File: src/rtl/ea_dec_pkg.sv
package ea_dec_pkg;

    localparam int FLAG_W    = 9;
    localparam int F_DIRECT  = 0;
    localparam int F_INDIR   = 1;
    localparam int F_POSTINC = 2;
    localparam int F_PREDEC  = 3;
    localparam int F_OFFSET  = 4;
    localparam int F_INDEXED = 5;
    localparam int F_ABS     = 6;
    localparam int F_PCREL   = 7;
    localparam int F_IMMED   = 8;

    typedef enum logic [1:0] {
        ERR_NONE    = 2'd0,
        ERR_ILLEGAL = 2'd1,
        ERR_FAULT   = 2'd2
    } ea_err_e;

    typedef enum logic [1:0] {
        FK_NONE   = 2'd0,
        FK_DISP16 = 2'd1,
        FK_ABS32  = 2'd2,
        FK_IMM    = 2'd3
    } fetch_kind_e;

endpackage

File: src/rtl/ea_mode_classify.sv
module ea_mode_classify
    import ea_dec_pkg::*;
#(
    parameter int SIZE_W = 4,
    parameter int CNT_W  = 3
) (
    input  logic [5:0]        modreg_i,
    input  logic [SIZE_W-1:0] opsize_i,
    output logic [3:0]        regnum_o,
    output logic [FLAG_W-1:0] flags_o,
    output fetch_kind_e       kind_o,
    output logic [CNT_W-1:0]  nwords_o,
    output logic              illegal_o
);

    logic [2:0]       rsel;
    logic [CNT_W-1:0] imm_words;

    assign rsel = modreg_i[2:0];

    // word count for an immediate operand grows in steps with the size
    always_comb begin
        imm_words = '0;
        if (opsize_i > SIZE_W'(0)) imm_words = imm_words + CNT_W'(1);
        if (opsize_i > SIZE_W'(2)) imm_words = imm_words + CNT_W'(1);
        if (opsize_i > SIZE_W'(4)) imm_words = imm_words + CNT_W'(2);
        if (opsize_i > SIZE_W'(8)) imm_words = imm_words + CNT_W'(2);
    end

    always_comb begin
        regnum_o  = {1'b1, rsel};
        flags_o   = '0;
        kind_o    = FK_NONE;
        nwords_o  = '0;
        illegal_o = 1'b0;
        unique case (modreg_i[5:3])
            3'd0: begin
                regnum_o          = {1'b0, rsel};
                flags_o[F_DIRECT] = 1'b1;
            end
            3'd1: flags_o[F_DIRECT] = 1'b1;
            3'd2: flags_o[F_INDIR]  = 1'b1;
            3'd3: begin
                flags_o[F_INDIR]   = 1'b1;
                flags_o[F_POSTINC] = 1'b1;
            end
            3'd4: begin
                flags_o[F_INDIR]  = 1'b1;
                flags_o[F_PREDEC] = 1'b1;
            end
            3'd5: begin
                flags_o[F_INDIR]  = 1'b1;
                flags_o[F_OFFSET] = 1'b1;
                kind_o            = FK_DISP16;
                nwords_o          = CNT_W'(1);
            end
            3'd6: begin
                flags_o[F_INDIR]   = 1'b1;
                flags_o[F_INDEXED] = 1'b1;
            end
            default: begin
                regnum_o = {1'b0, rsel};
                unique case (rsel)
                    3'd0: begin
                        flags_o[F_ABS] = 1'b1;
                        kind_o         = FK_DISP16;
                        nwords_o       = CNT_W'(1);
                    end
                    3'd1: begin
                        flags_o[F_ABS] = 1'b1;
                        kind_o         = FK_ABS32;
                        nwords_o       = CNT_W'(2);
                    end
                    3'd2: begin
                        flags_o[F_PCREL]  = 1'b1;
                        flags_o[F_OFFSET] = 1'b1;
                        kind_o            = FK_DISP16;
                        nwords_o          = CNT_W'(1);
                    end
                    3'd3: begin
                        flags_o[F_PCREL]   = 1'b1;
                        flags_o[F_INDEXED] = 1'b1;
                    end
                    3'd4: begin
                        flags_o[F_IMMED] = 1'b1;
                        kind_o           = FK_IMM;
                        nwords_o         = imm_words;
                    end
                    default: illegal_o = 1'b1;
                endcase
            end
        endcase
    end

    // the direct flag never combines with any other mode flag
    always_comb begin
        AST_DIRECT_EXCLUSIVE: assert (!(flags_o[F_DIRECT] && (|flags_o[FLAG_W-1:1])));
    end

endmodule

File: src/rtl/ea_ext_assemble.sv
module ea_ext_assemble
    import ea_dec_pkg::*;
#(
    parameter int SIZE_W    = 4,
    parameter int CNT_W     = 3,
    parameter int IMM_WORDS = 3,
    localparam int MAX_WORDS = 2 * IMM_WORDS
) (
    input  logic [16*MAX_WORDS-1:0] words_i,
    input  fetch_kind_e             kind_i,
    input  logic [SIZE_W-1:0]       opsize_i,
    input  logic [CNT_W-1:0]        nwords_i,
    output logic [31:0]             disp_o,
    output logic [32*IMM_WORDS-1:0] imm_o
);

    logic [15:0] w0;
    logic [15:0] w1;
    logic [31:0] imm_first;

    assign w0 = words_i[15:0];
    assign w1 = words_i[31:16];

    always_comb begin
        unique case (kind_i)
            FK_DISP16: disp_o = {{16{w0[15]}}, w0};
            FK_ABS32:  disp_o = {w0, w1};
            default:   disp_o = '0;
        endcase
    end

    always_comb begin
        if (nwords_i >= CNT_W'(2))
            imm_first = {w0, w1};
        else if (opsize_i == SIZE_W'(1))
            imm_first = {{24{w0[7]}}, w0[7:0]};
        else if (opsize_i == SIZE_W'(2))
            imm_first = {{16{w0[15]}}, w0};
        else
            imm_first = {16'h0000, w0};
    end

    assign imm_o[31:0] = (kind_i == FK_IMM) ? imm_first : 32'h0;

    for (genvar k = 1; k < IMM_WORDS; k++) begin : g_imm_pair
        assign imm_o[32*k +: 32] =
            ((kind_i == FK_IMM) && (int'(nwords_i) > 2*k))
                ? {words_i[16*(2*k) +: 16], words_i[16*(2*k+1) +: 16]}
                : 32'h0;
    end

endmodule

File: src/rtl/ea_mode_decoder.sv
module ea_mode_decoder
    import ea_dec_pkg::*;
#(
    parameter int SIZE_W    = 4,
    parameter int ADV_W     = 8,
    parameter int IMM_WORDS = 3
) (
    input  logic                    clk,
    input  logic                    rst_n,
    input  logic                    start_i,
    input  logic [5:0]              modreg_i,
    input  logic [SIZE_W-1:0]       opsize_i,
    input  logic [ADV_W-1:0]        adv_init_i,
    output logic                    fetch_req_o,
    output logic [ADV_W-1:0]        fetch_ofs_o,
    input  logic                    fetch_ack_i,
    input  logic [15:0]             fetch_data_i,
    input  logic                    fetch_err_i,
    output logic                    done_o,
    output logic [1:0]              err_o,
    output logic [3:0]              regnum_o,
    output logic [8:0]              flags_o,
    output logic [31:0]             disp_o,
    output logic [32*IMM_WORDS-1:0] imm_o,
    output logic [ADV_W-1:0]        adv_o
);

    localparam int MAX_WORDS = 2 * IMM_WORDS;
    localparam int CNT_W     = $clog2(MAX_WORDS + 1);
    localparam int BUF_W     = 16 * MAX_WORDS;
    localparam int IMM_W     = 32 * IMM_WORDS;

    typedef enum logic {ST_IDLE = 1'b0, ST_FETCH = 1'b1} st_e;

    typedef struct packed {
        st_e               st;
        logic [CNT_W-1:0]  cnt;
        logic [CNT_W-1:0]  need;
        fetch_kind_e       kind;
        logic [SIZE_W-1:0] size;
        logic [3:0]        regnum;
        logic [FLAG_W-1:0] flags;
        logic [ADV_W-1:0]  adv;
        logic [BUF_W-1:0]  wbuf;
        logic              done;
        ea_err_e           err;
        logic [3:0]        r_regnum;
        logic [FLAG_W-1:0] r_flags;
        logic [31:0]       r_disp;
        logic [IMM_W-1:0]  r_imm;
        logic [ADV_W-1:0]  r_adv;
    } dec_state_t;

    dec_state_t state_q, state_d;

    logic [3:0]        cls_regnum;
    logic [FLAG_W-1:0] cls_flags;
    fetch_kind_e       cls_kind;
    logic [CNT_W-1:0]  cls_nwords;
    logic              cls_illegal;

    logic              fire;
    logic [BUF_W-1:0]  buf_upd;
    logic [31:0]       asm_disp;
    logic [IMM_W-1:0]  asm_imm;

    ea_mode_classify #(
        .SIZE_W (SIZE_W),
        .CNT_W  (CNT_W)
    ) u_classify (
        .modreg_i  (modreg_i),
        .opsize_i  (opsize_i),
        .regnum_o  (cls_regnum),
        .flags_o   (cls_flags),
        .kind_o    (cls_kind),
        .nwords_o  (cls_nwords),
        .illegal_o (cls_illegal)
    );

    assign fire = (state_q.st == ST_FETCH) && fetch_ack_i;

    always_comb begin
        buf_upd = state_q.wbuf;
        if (fire)
            buf_upd[16*state_q.cnt +: 16] = fetch_data_i;
    end

    ea_ext_assemble #(
        .SIZE_W    (SIZE_W),
        .CNT_W     (CNT_W),
        .IMM_WORDS (IMM_WORDS)
    ) u_assemble (
        .words_i  (buf_upd),
        .kind_i   (state_q.kind),
        .opsize_i (state_q.size),
        .nwords_i (state_q.need),
        .disp_o   (asm_disp),
        .imm_o    (asm_imm)
    );

    always_comb begin
        state_d      = state_q;
        state_d.done = 1'b0;
        unique case (state_q.st)
            ST_IDLE: begin
                if (start_i) begin
                    state_d.adv    = adv_init_i;
                    state_d.cnt    = '0;
                    state_d.need   = cls_nwords;
                    state_d.kind   = cls_kind;
                    state_d.size   = opsize_i;
                    state_d.regnum = cls_regnum;
                    state_d.flags  = cls_flags;
                    state_d.wbuf   = '0;
                    if (cls_illegal) begin
                        state_d.done     = 1'b1;
                        state_d.err      = ERR_ILLEGAL;
                        state_d.r_regnum = '0;
                        state_d.r_flags  = '0;
                        state_d.r_disp   = '0;
                        state_d.r_imm    = '0;
                        state_d.r_adv    = adv_init_i;
                    end else if (cls_nwords == '0) begin
                        state_d.done     = 1'b1;
                        state_d.err      = ERR_NONE;
                        state_d.r_regnum = cls_regnum;
                        state_d.r_flags  = cls_flags;
                        state_d.r_disp   = '0;
                        state_d.r_imm    = '0;
                        state_d.r_adv    = adv_init_i;
                    end else begin
                        state_d.st = ST_FETCH;
                    end
                end
            end
            default: begin
                if (fetch_ack_i) begin
                    if (fetch_err_i) begin
                        state_d.st       = ST_IDLE;
                        state_d.done     = 1'b1;
                        state_d.err      = ERR_FAULT;
                        state_d.r_regnum = '0;
                        state_d.r_flags  = '0;
                        state_d.r_disp   = '0;
                        state_d.r_imm    = '0;
                        state_d.r_adv    = state_q.adv;
                    end else begin
                        state_d.adv  = state_q.adv + ADV_W'(2);
                        state_d.wbuf = buf_upd;
                        state_d.cnt  = state_q.cnt + CNT_W'(1);
                        if (state_q.cnt == state_q.need - CNT_W'(1)) begin
                            state_d.st       = ST_IDLE;
                            state_d.done     = 1'b1;
                            state_d.err      = ERR_NONE;
                            state_d.r_regnum = state_q.regnum;
                            state_d.r_flags  = state_q.flags;
                            state_d.r_disp   = asm_disp;
                            state_d.r_imm    = asm_imm;
                            state_d.r_adv    = state_q.adv + ADV_W'(2);
                        end
                    end
                end
            end
        endcase
    end

    always_ff @(posedge clk or negedge rst_n) begin
        if (!rst_n) begin
            state_q      <= '0;
            state_q.st   <= ST_IDLE;
            state_q.kind <= FK_NONE;
            state_q.err  <= ERR_NONE;
        end else begin
            state_q <= state_d;
        end
    end

    assign fetch_req_o = (state_q.st == ST_FETCH);
    assign fetch_ofs_o = state_q.adv;
    assign done_o      = state_q.done;
    assign err_o       = state_q.err;
    assign regnum_o    = state_q.r_regnum;
    assign flags_o     = state_q.r_flags;
    assign disp_o      = state_q.r_disp;
    assign imm_o       = state_q.r_imm;
    assign adv_o       = state_q.r_adv;

    AST_DONE_SINGLE: assert property (@(posedge clk) disable iff (!rst_n)
        done_o |=> !done_o);

    AST_ILLEGAL_QUICK: assert property (@(posedge clk) disable iff (!rst_n)
        (start_i && !fetch_req_o && (modreg_i[5:3] == 3'd7) && (modreg_i[2:0] > 3'd4))
        |=> (done_o && (err_o == 2'd1) && !fetch_req_o));

    AST_FAULT_STOPS: assert property (@(posedge clk) disable iff (!rst_n)
        (fetch_req_o && fetch_ack_i && fetch_err_i)
        |=> (done_o && (err_o == 2'd2) && !fetch_req_o && (flags_o == '0)));

    AST_OFS_STEP: assert property (@(posedge clk) disable iff (!rst_n)
        (fetch_req_o && fetch_ack_i && !fetch_err_i && fetch_req_o)
        |=> (fetch_ofs_o == $past(fetch_ofs_o) + ADV_W'(2)));

    AST_ERR_ZERO_FLAGS: assert property (@(posedge clk) disable iff (!rst_n)
        (done_o && (err_o != 2'd0)) |-> ((flags_o == '0) && (disp_o == '0)));

endmodule

File: config.mk
export PLATFORM = sky130hd
export DESIGN_NAME = ea_mode_decoder
export DESIGN_NICKNAME = d
export VERILOG_FILES = /design/src/rtl/ea_dec_pkg.sv /design/src/rtl/ea_mode_classify.sv /design/src/rtl/ea_ext_assemble.sv /design/src/rtl/ea_mode_decoder.sv
export SDC_FILE = /design/constraint.sdc
export NUM_CORES = 1
export LEC_CHECK = 0
export BUFFER_PORTS_ARGS = -buffer_cell sky130_fd_sc_hd__clkbuf_2
export CAP_MARGIN = 40
export CORE_AREA = 3 3 170 172
export DETAILED_ROUTE_END_ITERATION = 10
export DIE_AREA = 0 0 173 175
export GPL_TIMING_DRIVEN = 0
export PLACE_DENSITY = 0.74
export SYNTH_ARGS = -nofsm -noshare
export SYNTH_HDL_FRONTEND = slang
export SYNTH_SLANG_ARGS = --single-unit
File: constraint.sdc
create_clock -name clk -period 3.2 [get_ports clk]
set_clock_uncertainty 0.1 [all_clocks]
set_input_delay 0.32 -clock clk [delete_from_list [all_inputs] [get_ports clk]]
set_output_delay 0.32 -clock clk [all_outputs]
set_load 0.01 [all_outputs]
==> run summary <==
reg2reg setup slack -> 0.07 ns
total gr overflow -> 0
cells after synthesis -> 1344
WP depth -> 12
CTS Buf Count -> 29
max-cap violation count -> 0
required time of the critical path -> 3.53 ns
Synth Flop Type -> dfrtp_1
# IOs -> 200
Post-route DRC -> 0
CTS clock-pin slew for the worst setup and hold paths -> 0.06 ns
synth top area cells -> dfrtp_1 50%, buf_4 8.4%, mux2i_1 5.0%
DR vias -> 11690
crit-path max cell delay -> 0.49 ns
crit-path max FO -> 10
period utilization -> 97.88%
post-place setup slack -> -0.5036 ns
Worst Hold Class -> in2reg
syn_nets -> 1396
Post-synth EDFFs -> 0
Port Buffers -> 191
Root Buffer -> clkbuf_16
sequential power share -> 38.8%
drt wl/cell -> 20.55 microns
Final WS setup -> 0.06788 ns
Final GP Congestion -> 0.9212
initial core utilization -> 51.45%
Layout area overhead -> 19.99%
CP Class -> reg2reg
Syn Std Cell Area -> 14210 sq um
sw frac -> 34.61%
status -> finished clean
Buf+Inv Stages, Crit Path -> 5
VDD IR max -> 446.2 uV
DIE AREA -> 30280 sq um
Die W -> 173 microns
Core ar. -> 27630 sq um
Max clock buf depth -> 3
CTS tree -> done
Netlist cell types -> 65
fin. max-slew vios -> 0
1st-pass router iterations -> 5
vias in the first global route -> 11280
static leakage -> 8.486 nW
reg2reg start -> state_q[278]
most common cell after layout, fill and taps aside -> dfrtp_1
commonest cells after routing, fill and taps aside -> 281 x dfrtp_1, 192 x clkbuf_2, 179 x buf_4, 134 x nand2_1, 85 x clkbuf_1
Max Fclk -> 319.3 MHz
Synth Area per Inst -> 10.58 sq um
first-pass GRT wire length -> 63.82 mm
Synth area leader -> dfrtp_1
CP delay by family, top -> simple AND/OR/NAND/NOR gates
largest net degree at the start of global routing -> 98
clock sinks -> 282
Routed Antenna Nets -> 0
Post-DP HPWL -> 28.61 mm
Reg2Reg Depth -> 12
Worst Tran Pin Value -> 0.9918 ns
crit path from -> state_q[278]
combinational power share -> 29.9%
vias per inst -> 5.856
sw power -> 3.680 mW
CP arrival -> 3.46 ns
total global-route track usage -> 26.23%
top cell type's share of synthesized area -> 49.64%
Slowest cell on crit path -> or4b_4
hold depth -> 3
Initial DRC Count -> 1196
Tmin final -> 3.132 ns
register area share after synthesis -> 49.64%
Final setup viols -> 0
H-Tree Depth -> 1
Die Ht -> 175 microns
Rel. slew slack -> 33.88%
layout cells sized above 1 -> 29.42%
Clock power frac -> 31.3%
flops & latches, synth -> 282
PD cells -> 623.4 nW/um^2
nets@finish -> 1651
later-pin clock latency in the skew report -> 0.56 ns
# rows -> 61
Final Power -> 10.63 mW
Async S/R FF share, synth -> 100.0%
final hold vios -> 0
CP startpoint kind -> register
Routed WL -> 41.02 mm
min-delay src -> modreg_i[3]
initial antenna violation count -> 0
Yosys Warn Count -> 0
CP endpoint kind -> register
antenna cells -> 0
Pint -> 6.952 mW
RSZ-0062 raised after global routing -> false
Cell Chain, Critical Path -> buf_12 > inv_2 > ha_4 > ha_4 > or4b_4 > or3_1 > buf_4 > buf_8 > a21oi_4 > buf_4 > nor2_1 > a211o_1
[stage by stage]
stage / cells / TNS (ns) / hold slack, ns / utilization [%] / cell area [sq um]
2_1_floorplan: 1344 / 0 / -0.07559 / - / 14220
3_3_place_gp: 1913 / -1213.57 / 0.3596 / 56.64 / 15650
3_5_place_dp: 1915 / -49.36 / 0.3452 / 56.87 / 15710
4_1_cts: 1992 / 0 / 0.06884 / 61.51 / 17000
5_1_grt: 1996 / 0 / 0.1071 / 61.73 / 17060
6_report: 1996 / 0 / 0.08623 / 61.73 / 17060
[cell usage after synthesis (4+ instances only)]
library cell / instances
a21oi_1: 21
nor2_1: 50
a22oi_1: 5
inv_1: 24
and2_1: 10
a21o_1: 9
nor3_1: 30
or3_1: 4
nor3b_1: 4
o21ai_0: 42
a32o_1: 38
buf_6: 4
buf_2: 17
dfrtp_1: 282
and3_1: 8
mux2_2: 4
nand4_1: 4
o22ai_1: 18
o21ai_1: 7
o22a_1: 16
xor2_1: 4
nand2_1: 134
nand3_1: 22
o31ai_1: 7
clkbuf_1: 80
a21oi_2: 10
a211o_1: 18
buf_4: 160
xnor2_1: 8
o2bb2ai_1: 81
mux2i_1: 71
buf_1: 9
a22o_1: 59
ha_1: 13
nand2b_1: 4
a221o_1: 21
[sequential cells by signal (all words and copies together), names as in the netlist]
signal,cells
adv_o,8
disp_o,32
done_o,1
err_o,2
fetch_ofs_o,8
fetch_req_o,1
flags_o,9
imm_o,96
regnum_o,4
state_q,121
[power by group through the flow]
stage | Clock [mW] | Sequential [mW] | Combinational, mW
after floorplan | 0 | 4.09 | 1.94
after global placement | 0 | 4.16 | 2.78
after detailed placement | 0 | 4.17 | 2.85
after CTS | 3.36 | 4.11 | 3.06
after global routing | 3.51 | 4.16 | 3.40
final | 3.33 | 4.13 | 3.18
[final timing paths]
kind                                     end
worst max-delay path               imm_o[20]
worst min-delay path            state_q[259]
worst max register to register     imm_o[20]
worst min register to register  state_q[266]
max in group asynchronous          imm_o[60]
min in group asynchronous             done_o
[final cells by class]
type | count | area [sq um]
Timing Repair Buffer | 225 | 1295
Sequential cell | 282 | 7058
Tap cell | 378 | 473.0
Buffer | 269 | 1687
Clock inverter | 11 | 113.9
Clock buffer | 39 | 803.3
Fill cell | 2336 | 10570
Multi-Input combinational cell | 766 | 5529
Inverter | 26 | 97.59
[metal layers]
layer	vias up	global-route usage [%]	wire length (microns)
met5	-	0	0
met4	0	7.669	1048
met3	62	4.650	3504
met2	607	41.48	18730
met1	5793	37.37	17740
li1	5226	-	-
[repair_timing]
| action | CTS | global route |
|---|---|---|
| hold buffers | 14 | 0 |
| resized for setup | 24 | 7 |
| setup buffers | 14 | 4 |
| endpoints found under the setup margin | 159 | 44 |
| pin swaps | 11 | 1 |
| hold endpoints to repair | 115 | 0 |
[logic make-up after synthesis]
| family | share of synthesized area, % |
|---|---|
| AOI/OAI and AO/OA | 21.24 |
| buffers and inverters | 12.40 |
| and+or+nand+nor | 9.515 |
| DFF | 49.64 |
| muxes | 5.316 |
| adders and majority gates | 1.144 |
| xor gates and xnor gates | 0.7394 |
[tightest hold or removal path, delay by kind of cell]
| family | cells | cell delay (ns) |
|---|---|---|
| compound gates | 1 | 0.14 |
| simple gates | 1 | 0.08 |
| buf+inv | 1 | 0.16 |
No activity file was read; power rests on OpenSTA's default activity.
